`src/rtl/cal_seq_pkg.sv`:
```
package cal_seq_pkg;

    typedef enum logic [2:0] {
        ST_BOOT,
        ST_CHECK,
        ST_ARMED,
        ST_IDLE,
        ST_DAC_TRIM,
        ST_GAIN_TRIM,
        ST_OFFSET_TRIM
    } cal_state_e;

    typedef enum logic [1:0] {
        KIND_FULL      = 2'b00,
        KIND_GAIN_OFFS = 2'b01,
        KIND_OFFS      = 2'b10,
        KIND_GAIN      = 2'b11
    } cal_kind_e;

    function automatic logic state_is_busy(cal_state_e s);
        return (s == ST_DAC_TRIM) || (s == ST_GAIN_TRIM) || (s == ST_OFFSET_TRIM);
    endfunction

    function automatic cal_state_e first_phase(cal_kind_e k);
        unique case (k)
            KIND_FULL:      return ST_DAC_TRIM;
            KIND_GAIN_OFFS: return ST_GAIN_TRIM;
            KIND_OFFS:      return ST_OFFSET_TRIM;
            KIND_GAIN:      return ST_GAIN_TRIM;
            default:        return ST_IDLE;
        endcase
    endfunction

endpackage

```
`src/rtl/cal_pin_sync.sv`:
```
module cal_pin_sync #(
    parameter logic IDLE_LEVEL = 1'b1
) (
    input  logic clk_i,
    input  logic rst_ni,
    input  logic pin_i,
    output logic lvl_o,
    output logic rise_o
);

    logic stage1_q;
    logic stage2_q;

    always_ff @(posedge clk_i or negedge rst_ni) begin
        if (!rst_ni) begin
            stage1_q <= IDLE_LEVEL;
            stage2_q <= IDLE_LEVEL;
        end else begin
            stage1_q <= pin_i;
            stage2_q <= stage1_q;
        end
    end

    assign lvl_o  = stage1_q;
    assign rise_o = stage1_q & ~stage2_q;

endmodule

```
`src/rtl/cal_phase_timer.sv`:
```
module cal_phase_timer #(
    parameter int CW = 17
) (
    input  logic          clk_i,
    input  logic          rst_ni,
    input  logic          load_i,
    input  logic [CW-1:0] len_i,
    output logic          expire_o
);

    logic [CW-1:0] remain_q;

    always_ff @(posedge clk_i or negedge rst_ni) begin
        if (!rst_ni) begin
            remain_q <= '0;
        end else if (load_i) begin
            remain_q <= len_i - CW'(1);
        end else if (remain_q != '0) begin
            remain_q <= remain_q - CW'(1);
        end
    end

    assign expire_o = (remain_q == '0);

endmodule

```
`src/rtl/cal_seq_ctrl.sv`:
```
module cal_seq_ctrl
    import cal_seq_pkg::*;
#(
    parameter int FULL_CYCLES = 125013,
    parameter int STEP_CYCLES = 13880,
    parameter int CW          = $clog2(FULL_CYCLES + 1)
) (
    input  logic          clk_i,
    input  logic          rst_ni,
    input  logic          cal_lvl_i,
    input  logic          cal_rise_i,
    input  logic          sw_go_i,
    input  logic [1:0]    sel_i,
    input  logic          tmr_expire_i,
    output logic          tmr_load_o,
    output logic [CW-1:0] tmr_len_o,
    output logic          busy_o,
    output logic          dac_stb_o,
    output logic          gain_stb_o,
    output logic          offs_stb_o,
    output logic          done_o,
    output logic          idle_o
);

    localparam int DAC_CYCLES = FULL_CYCLES - 2 * STEP_CYCLES;

    cal_state_e st_q, st_nxt;
    cal_kind_e  kind_q, kind_nxt;

    // next-state decision
    always_comb begin
        st_nxt   = st_q;
        kind_nxt = kind_q;
        unique case (st_q)
            ST_BOOT:  st_nxt = ST_CHECK;
            ST_CHECK: st_nxt = cal_lvl_i ? ST_IDLE : ST_ARMED;
            ST_ARMED: begin
                if (cal_rise_i) begin
                    st_nxt   = ST_DAC_TRIM;
                    kind_nxt = KIND_FULL;
                end
            end
            ST_IDLE: begin
                if (cal_rise_i || (cal_lvl_i && sw_go_i)) begin
                    kind_nxt = cal_kind_e'(sel_i);
                    st_nxt   = first_phase(cal_kind_e'(sel_i));
                end
            end
            ST_DAC_TRIM: begin
                if (!cal_lvl_i)        st_nxt = ST_IDLE;
                else if (tmr_expire_i) st_nxt = ST_GAIN_TRIM;
            end
            ST_GAIN_TRIM: begin
                if (!cal_lvl_i)        st_nxt = ST_IDLE;
                else if (tmr_expire_i) st_nxt = (kind_q == KIND_GAIN) ? ST_IDLE : ST_OFFSET_TRIM;
            end
            ST_OFFSET_TRIM: begin
                if (!cal_lvl_i)        st_nxt = ST_IDLE;
                else if (tmr_expire_i) st_nxt = ST_IDLE;
            end
            default: st_nxt = ST_IDLE;
        endcase
    end

    // state register
    always_ff @(posedge clk_i or negedge rst_ni) begin
        if (!rst_ni) begin
            st_q   <= ST_BOOT;
            kind_q <= KIND_FULL;
        end else begin
            st_q   <= st_nxt;
            kind_q <= kind_nxt;
        end
    end

    // registered event outputs
    always_ff @(posedge clk_i or negedge rst_ni) begin
        if (!rst_ni) begin
            dac_stb_o  <= 1'b0;
            gain_stb_o <= 1'b0;
            offs_stb_o <= 1'b0;
            done_o     <= 1'b0;
        end else begin
            dac_stb_o  <= (st_nxt == ST_DAC_TRIM)    && (st_q != ST_DAC_TRIM);
            gain_stb_o <= (st_nxt == ST_GAIN_TRIM)   && (st_q != ST_GAIN_TRIM);
            offs_stb_o <= (st_nxt == ST_OFFSET_TRIM) && (st_q != ST_OFFSET_TRIM);
            done_o     <= state_is_busy(st_q) && (st_nxt == ST_IDLE) && cal_lvl_i;
        end
    end

    assign tmr_load_o = (st_nxt != st_q) && state_is_busy(st_nxt);
    assign tmr_len_o  = (st_nxt == ST_DAC_TRIM) ? CW'(DAC_CYCLES) : CW'(STEP_CYCLES);
    assign busy_o     = state_is_busy(st_q);
    assign idle_o     = (st_q == ST_IDLE);

endmodule

```
`src/rtl/adc_cal_sequencer.sv`:
```
module adc_cal_sequencer #(
    parameter int FULL_CYCLES = 125013,
    parameter int STEP_CYCLES = 13880
) (
    input  logic       clk_i,
    input  logic       rst_ni,
    input  logic       cal_pin_ni,
    input  logic       sw_cal_go_i,
    input  logic [1:0] cal_sel_i,
    output logic       busy_o,
    output logic       dac_trim_o,
    output logic       gain_trim_o,
    output logic       offset_trim_o,
    output logic       done_o
);

    localparam int CW = $clog2(FULL_CYCLES + 1);

    logic          cal_lvl;
    logic          cal_rise;
    logic          tmr_load;
    logic [CW-1:0] tmr_len;
    logic          tmr_expire;
    logic          fsm_idle;

    cal_pin_sync #(.IDLE_LEVEL(1'b1)) u_sync (
        .clk_i  (clk_i),
        .rst_ni (rst_ni),
        .pin_i  (cal_pin_ni),
        .lvl_o  (cal_lvl),
        .rise_o (cal_rise)
    );

    cal_phase_timer #(.CW(CW)) u_timer (
        .clk_i    (clk_i),
        .rst_ni   (rst_ni),
        .load_i   (tmr_load),
        .len_i    (tmr_len),
        .expire_o (tmr_expire)
    );

    cal_seq_ctrl #(
        .FULL_CYCLES (FULL_CYCLES),
        .STEP_CYCLES (STEP_CYCLES),
        .CW          (CW)
    ) u_ctrl (
        .clk_i        (clk_i),
        .rst_ni       (rst_ni),
        .cal_lvl_i    (cal_lvl),
        .cal_rise_i   (cal_rise),
        .sw_go_i      (sw_cal_go_i),
        .sel_i        (cal_sel_i),
        .tmr_expire_i (tmr_expire),
        .tmr_load_o   (tmr_load),
        .tmr_len_o    (tmr_len),
        .busy_o       (busy_o),
        .dac_stb_o    (dac_trim_o),
        .gain_stb_o   (gain_trim_o),
        .offs_stb_o   (offset_trim_o),
        .done_o       (done_o),
        .idle_o       (fsm_idle)
    );

endmodule

```
`config.mk`:
```
export PLATFORM = sky130hd
export DESIGN_NAME = adc_cal_sequencer
export DESIGN_NICKNAME = d
export VERILOG_FILES = /design/src/rtl/cal_seq_pkg.sv /design/src/rtl/cal_pin_sync.sv /design/src/rtl/cal_phase_timer.sv /design/src/rtl/cal_seq_ctrl.sv /design/src/rtl/adc_cal_sequencer.sv
export SDC_FILE = /design/constraint.sdc
export NUM_CORES = 1
export LEC_CHECK = 0
export ABC_AREA = 0
export BUFFER_PORTS_ARGS = -buffer_cell sky130_fd_sc_hd__clkbuf_2
export CAP_MARGIN = 20
export CORE_ASPECT_RATIO = 0.6
export CORE_UTILIZATION = 55
export DETAILED_ROUTE_END_ITERATION = 8
export PLACE_DENSITY = 0.73
export SLEW_MARGIN = 5
export SYNTH_ARGS = -nofsm -noshare
export SYNTH_HDL_FRONTEND = slang
export SYNTH_SLANG_ARGS = --single-unit
```
`constraint.sdc`:
```
create_clock -name clk_i -period 4.85 [get_ports clk_i]
set_input_delay 0.97 -clock clk_i [delete_from_list [all_inputs] [get_ports clk_i]]
set_output_delay 0.97 -clock clk_i [all_outputs]
set_load 0.01 [all_outputs]
```
==> results of run 1 <==
[through the flow]
step	area (µm²)	hold slack (ps)	std cells
2_1_floorplan	1650	393	176
3_3_place_gp	1730	417	220
3_5_place_dp	1730	419	220
4_1_cts	1800	433	224
5_1_grt	1800	435	224
6_report	1800	435	224
[logic make-up (layout without fill, tap and decap cells)]
logic type / count (synthesis) / count (layout) / synth area share (%)
adder cells (fa/ha/maj): 1 / 1 / 0.760
multiplexers: 2 / 2 / 1.60
AO/OA/AOI/OAI: 52 / 52 / 20.8
flip-flops: 28 / 28 / 42.7
buffers and inverters: 16 / 24 / 4.56
AND/OR/NAND/NOR: 72 / 72 / 26.9
XOR/XNOR: 5 / 5 / 2.66
[power by group]
group          total (mW)  switching (mW)  internal, mW
logic               0.505           0.283         0.222
registers           0.436           0.114         0.322
clock network       0.183          0.0720         0.111
[flip-flops by register name, indices dropped and copies added, names as in the netlist]
register / cells
u_timer.remain_q: 17
u_ctrl.st_q: 3
u_ctrl.kind_q: 2
u_ctrl.dac_stb_o: 1
u_ctrl.done_o: 1
u_ctrl.gain_stb_o: 1
u_ctrl.offs_stb_o: 1
u_sync.lvl_o: 1
u_sync.stage2_q: 1
[worst max-delay path: stages (launching register included)]
cell	delay [ps]
sky130_fd_sc_hd__dfrtp_1	420
sky130_fd_sc_hd__or3_1	500
sky130_fd_sc_hd__nor4b_4	460
sky130_fd_sc_hd__and2_0	220
sky130_fd_sc_hd__o22ai_1	100
sky130_fd_sc_hd__or2_1	420
sky130_fd_sc_hd__a21oi_1	230
sky130_fd_sc_hd__ha_1	280
sky130_fd_sc_hd__or4b_2	700
sky130_fd_sc_hd__nor3_1	190
sky130_fd_sc_hd__o311ai_0	240
sky130_fd_sc_hd__o21a_1	240
sky130_fd_sc_hd__or3_1	340
[final cells by class]
class / instances / share of cell area (%)
Multi-Input combinational cell: 132 / 48.2
Sequential cell: 28 / 39.1
Inverter: 5 / 1.04
Clock buffer: 3 / 2.30
Clock inverter: 1 / 1.67
Tap cell: 40 / 2.78
Timing Repair Buffer: 15 / 4.87
[layer usage]
layer,up-vias,routed length (µm)
met5,-,0
met4,0,42
met3,11,311
met2,72,1530
met1,679,1860
li1,669,-
[path summary, 6_finish.rpt]
check	endpoint	slack, ps
worst min register to register	u_sync.stage2_q	430
worst min-delay path	u_sync.stage2_q	430
max in group asynchronous	u_ctrl.kind_q[1]	3710
worst max-delay path	u_timer.remain_q[12]	390
min in group asynchronous	u_timer.remain_q[3]	710
worst max register to register	u_timer.remain_q[12]	390
[cells in the final DEF, fill, tap and decap left out, types with 6 or more instances in the layout]
cell	n
sky130_fd_sc_hd__dfrtp_1	26
sky130_fd_sc_hd__nor2_1	12
sky130_fd_sc_hd__a21oi_1	12
sky130_fd_sc_hd__o21ai_0	11
sky130_fd_sc_hd__nor3_1	10
sky130_fd_sc_hd__clkbuf_2	10
sky130_fd_sc_hd__or3_1	9
sky130_fd_sc_hd__nand2_1	9
sky130_fd_sc_hd__nand2b_1	6
==> flow_summary_export.csv, run 1 <==
group,metric,value,unit
cts,maximum_level_of_the_cts_h_tree,1,
placement,pre_cts_ws,492,ps
finish,proportion_of_layout_cells_with_a_drive_suffix_above_1,15.8,%
placement,dp_hpwl,2.67,mm
synthesis,postSynth.topFlopCell,"sky130_fd_sc_hd__dfrtp_1",
synthesis,synth_enable_flop_cells,0,
sta,setup-tns-final,0,ps
floorplan,die_width,72.6,µm
setup_path,r2r_start,"u_timer.remain_q[5]",
synthesis,synth.distinct_cells,52,
synthesis,synth_top_area_cells,"sky130_fd_sc_hd__dfrtp_1 40%, sky130_fd_sc_hd__a21oi_1 3.7%, sky130_fd_sc_hd__or3_1 3.4%",
cts,post_cts_resized,0,
synthesis,yosys_warnings,0,
grt,grt_overflow,0,
synthesis,ys_ff_latch,28,
finish,nNetsFinal,192,
synthesis,synthMostInstantiatedCell,"sky130_fd_sc_hd__dfrtp_1",
synthesis,syn_nets,183,
placement,port-buffer-count,10,
min_path,worst_hold_path_type,"register to register",
setup_path,critical_path.endpoint_type,"register",
grt,grt_busiest_layer,"met1",
sta,final_max_slew_viol_count,0,
power,worst_ir_drop_on_vdd,0.327,mV
power,powerDensity,625,mW/mm²
cts,cts.repair_timing.setup_buffer_count,0,
setup_path,rr_worst_depth,12,
drt,vias,1431,
cts,cell_at_the_root_of_the_clock_tree,"sky130_fd_sc_hd__clkbuf_8",
drt,detail_route.iter0.violations,136,
finish,ff_latch_area,703,µm²
synthesis,netlist_instances,176,
drt,wl_per_instance,16.7,µm
synthesis,synth_area_leader_cell,"sky130_fd_sc_hd__dfrtp_1",
power,leakagePower,0.767,nW
setup_path,crit_path_max_fanout,12,
sta,count_of_final_setup_violators,0,
cts,tritoncts.num_buffers,3,
sta,tightest_slew,850,ps
drt,route.antenna.remaining_nets,0,
sta,final.setup_skew,9.93,ps
sta,final_hold_viol_count,0,
setup_path,crit_type,"register to register",
setup_path,cp.required,5010,ps
grt,grt_max_degree,29,
sta,fmaxAchievable,224,MHz
setup_path,arrival,4620,ps
grt,grt.met3_usage,4.78,%
sta,unrepaired_setup_endpoints_after_global_routing,"false",
setup_path,worstSetupStartpointType,"register",
sta,timing.max_slew.rel_slack,42.9,%
drt,drtPass1Iterations,4,
grt,globalRouteMet1Util,40.1,%
finish,multiInputGateArea,867,µm²
placement,gp_congestion,0.850,
grt,grt_antenna_before_repair,0,
synthesis,ys_async_sr_fraction,100,%
finish,insertedDiodeCount,0,
cts,clockBufferDepth,2,
sta,min_period,4460,ps
synthesis,postSynthAreaPerCell,9.35,µm²
sta,post-route-worst-setup-slack,393,ps
grt,met2_demand_to_capacity_share_in_global_routing,35.5,%
grt,globalRouteTotalUtil,25.4,%
cts,cts-hold-fix-buffers,0,
status,run_status,"completed",
sta,period_share,91.9,%
grt,grt_pass1_vias,1210,
grt,global_route_wire_length_before_repair,5.99,mm
drt,drc,0,
floorplan,initial_core_util,61.8,%
synthesis,netlist.area_leader.share,39.5,%
cts,clkTransAtPathRegs,100,ps
cts,tritoncts,"built",
floorplan,core_area,0.00266,mm²
run,drv_cap,0,
synthesis,yosysSeqAreaShare,42.7,%
setup_path,critical_path_origin,"u_timer.remain_q[5]",
floorplan,rows,14,
min_path,hold_path_depth,0,
power,report.power.total,1.12,mW
finish,utilization,67.5,%
floorplan,die_area,0.00322,mm²
floorplan,die_h,44.4,µm
cts,clock_insertion_delay_worst_skew,280,ps
drt,totalWireLength,3.74,mm
min_path,hp-start,"u_sync.lvl_o",
floorplan,boundaryPins,11,
drt,drt-vias-per-instance,6.39,
synthesis,netlist_top_cells_count,"26 x sky130_fd_sc_hd__dfrtp_1, 12 x sky130_fd_sc_hd__a21oi_1, 12 x sky130_fd_sc_hd__nor2_1, 11 x sky130_fd_sc_hd__o21ai_0, 10 x sky130_fd_sc_hd__nor3_1",
finish,area_growth,9.28,%
finish,nFillCells,228,
synthesis,syn-cell-area,0.00165,mm²
cts,cts_num_sinks,28,
Note: power is estimated with default switching activity, not from simulation.
==> run 2, diff against run 1 <==
- SLEW_MARGIN: 5 -> 15
- SYNTH_HIERARCHICAL: default -> 1
==> flow_summary_export.csv, run 2 <==
group,metric,value,unit
status,run_status,"completed",
setup_path,timing.critical_path.buf_inv,1,
power,powerDensity,648,mW/mm²
floorplan,rows,16,
setup_path,crit_type,"register to register",
finish,utilization,62.0,%
cts,clockBufferDepth,2,
synthesis,synth_top_area_cells,"sky130_fd_sc_hd__dfrtp_1 32%, sky130_fd_sc_hd__buf_4 5.5%, sky130_fd_sc_hd__xor2_1 4.7%",
synthesis,postSynth.topFlopCell,"sky130_fd_sc_hd__dfrtp_1",
sta,fin_hold_ws,447,ps
setup_path,crit_path_cell_trace,"nor4_1, nand2_1, nor3_4, nand4bb_1, o311a_1, a21oi_2, mux2_1, a21oi_2, buf_4, mux2i_1, nand3_1, nor4_2, xor2_1, a221o_1",
sta,final_hold_viol_count,0,
cts,tritoncts.num_buffers,3,
synthesis,post_synthesis_compound_gate_area_fraction,17.9,%
synthesis,postSynthAreaPerCell,9.27,µm²
setup_path,worstSetupStartpointType,"register",
setup_path,r2r_start,"u_timer/remain_q[9]",
sta,final.setup_skew,6.03,ps
floorplan,die_h,49.1,µm
finish,final_cell_count_no_fill,264,
setup_path,critical_path_origin,"u_timer/remain_q[9]",
finish,number_of_flip_flops_in_the_largest_register,17,
sta,period_share,90.9,%
setup_path,critical_path.endpoint_type,"register",
finish,largest_registers,"u_timer/remain_q (17), u_ctrl/st_q (3), u_ctrl/kind_q (2)",
sta,min_period,4410,ps
cts,post_cts_resized,0,
grt,globalRouteTotalUtil,24.6,%
synthesis,synth.distinct_cells,62,
sta,final_max_slew_viol_count,0,
cts,cts_num_sinks,28,
drt,totalWireLength,4.24,mm
power,pwr-share-seq,33.5,%
synthesis,yosys.area_share.adder,0.616,%
synthesis,synthMostInstantiatedCell,"sky130_fd_sc_hd__dfrtp_1",
synthesis,synth_enable_flop_cells,0,
floorplan,core_area,0.00338,mm²
floorplan,die_area,0.00395,mm²
synthesis,netlist.area_leader.share,32.0,%
setup_path,path_delay_family,"simple AND/OR/NAND/NOR gates",
sta,unrepaired_setup_endpoints_after_global_routing,"false",
sta,timing.max_slew.rel_slack,35.0,%
drt,wl_per_instance,16.0,µm
finish,area_growth,3.33,%
drt,route.antenna.remaining_nets,0,
drt,drtPass1Iterations,5,
synthesis,yosysSeqAreaShare,34.6,%
synthesis,synthMuxAreaShare,4.99,%
synthesis,netlist_top_cells_count,"26 x sky130_fd_sc_hd__dfrtp_1, 16 x sky130_fd_sc_hd__nor2_1, 15 x sky130_fd_sc_hd__buf_4, 15 x sky130_fd_sc_hd__nand2_1, 14 x sky130_fd_sc_hd__nor3_1",
placement,port-buffer-count,10,
setup_path,arrival,4570,ps
finish,ff_latch_area,703,µm²
grt,global_route_wire_length_before_repair,7.29,mm
synthesis,synth_area_leader_cell,"sky130_fd_sc_hd__dfrtp_1",
drt,vias,1599,
synthesis,yosys_warnings,6,
finish,proportion_of_layout_cells_with_a_drive_suffix_above_1,19.6,%
setup_path,cp.required,5010,ps
power,leakagePower,0.849,nW
setup_path,slowest_stage,"sky130_fd_sc_hd__dfrtp_1",
synthesis,main_combinational_cell_family_by_area_after_synthesis,"simple AND/OR/NAND/NOR gates",
drt,drc,0,
finish,nNetsFinal,227,
synthesis,netlist_instances,219,
min_path,hp-start,"u_sync/lvl_o",
power,worst_ir_drop_on_vdd,0.374,mV
floorplan,die_width,80.4,µm
finish,final_cell_mix,"26 x sky130_fd_sc_hd__dfrtp_1, 16 x sky130_fd_sc_hd__nor2_1, 15 x sky130_fd_sc_hd__nand2_1",
sta,tightest_slew,967,ps
grt,grt_overflow,0,
cts,cts-hold-fix-buffers,0,
finish,multiInputGateArea,0.00117,mm²
synthesis,ys_ff_latch,28,
cts,cts.repair_timing.setup_buffer_count,0,
power,comb_power_share,55.7,%
synthesis,parity_gate_share_of_the_synthesized_area_counting_xor_and_xnor_cells,8.63,%
placement,placed_cell_area,0.00204,mm²
setup_path,critPathMostFrequentCell,"sky130_fd_sc_hd__a21oi_2",
cts,clock_insertion_delay_worst_skew,280,ps
placement,placed_cells,260,
grt,grt_max_degree,31,
floorplan,boundaryPins,11,
power,p_int,0.724,mW
run,drv_cap,0,
floorplan,initial_core_util,60.0,%
setup_path,cp_slowest_stage_delay,440,ps
setup_path,reg2reg_setup_slack,440,ps
power,p_switching,0.635,mW
cts,maximum_level_of_the_cts_h_tree,1,
sta,setup-tns-final,0,ps
drt,drt-vias-per-instance,6.06,
finish,layout_commonest_cell,"sky130_fd_sc_hd__dfrtp_1",
min_path,worst_hold_path_type,"register to register",
sta,count_of_final_setup_violators,0,
synthesis,ys_async_sr_fraction,100,%
power,power.share.clock,10.8,%
placement,gp_congestion,0.955,
cts,tritoncts,"built",
finish,nFillCells,276,
sta,fmaxAchievable,227,MHz
cts,clkTransAtPathRegs,100,ps
drt,detail_route.iter0.violations,215,
power,power.share.switching,46.7,%
synthesis,syn-cell-area,0.00203,mm²
cts,cell_at_the_root_of_the_clock_tree,"sky130_fd_sc_hd__clkbuf_8",
grt,grt_antenna_before_repair,0,
finish,insertedDiodeCount,0,
setup_path,crit_path_max_fanout,30,
finish,largest_register,"u_timer/remain_q",
finish,finish.instance_area,0.00210,mm²
synthesis,synthSimpleGateAreaFrac,23.4,%
placement,dp_hpwl,3.25,mm
grt,grt_pass1_vias,1444,
run 2: routing by layer:
| metal | part of all wire (%) | GRT usage (%) |
|---|---|---|
| met5 | 0 | 0 |
| met4 | 0.094 | 2.68 |
| met1 | 53 | 42.0 |
| met3 | 8.5 | 5.05 |
| met2 | 39 | 31.6 |
run 2: worst paths after layout:
kind / to / depth (start not counted)
setup / recovery: u_timer/remain_q[14] / 14
hold / removal: u_sync/stage2_q / 0
setup reg to reg: u_timer/remain_q[14] / 14
hold reg to reg: u_sync/stage2_q / 0
max in group asynchronous: u_timer/remain_q[14] / 1
min in group asynchronous: u_ctrl/kind_q[1] / 1
run 2: per-stage QoR:
step	setup WS, ps	power, mW
2_1_floorplan	24.1	1.07
3_3_place_gp	615	1.18
3_5_place_dp	525	1.20
4_1_cts	483	1.35
5_1_grt	102	1.47
6_report	439	1.36
run 2: final cells by class:
cell class              count  area share [%]
flip-flops and latches     28            33.5
clock buffers               4            2.62
well taps                  45            2.68
repair buffers             15            4.17
multi-input cells         166            55.8
inverters                   6            1.19
run 2: cells by family after synthesis:
logic type,count (synthesis)
compound gates,46
xor+xnor,20
fa+ha+maj,1
buf+inv,29
flops,28
mux,10
other cells,2
simple gates,83
run 2: power by group through the flow:
stage / Clock [mW] / Sequential (mW) / Combinational (mW)
2_1_floorplan: 0 / 0.396 / 0.673
3_5_place_dp: 0 / 0.453 / 0.745
5_1_grt: 0.158 / 0.467 / 0.841
3_3_place_gp: 0 / 0.449 / 0.733
4_1_cts: 0.151 / 0.449 / 0.746
6_report: 0.146 / 0.455 / 0.758
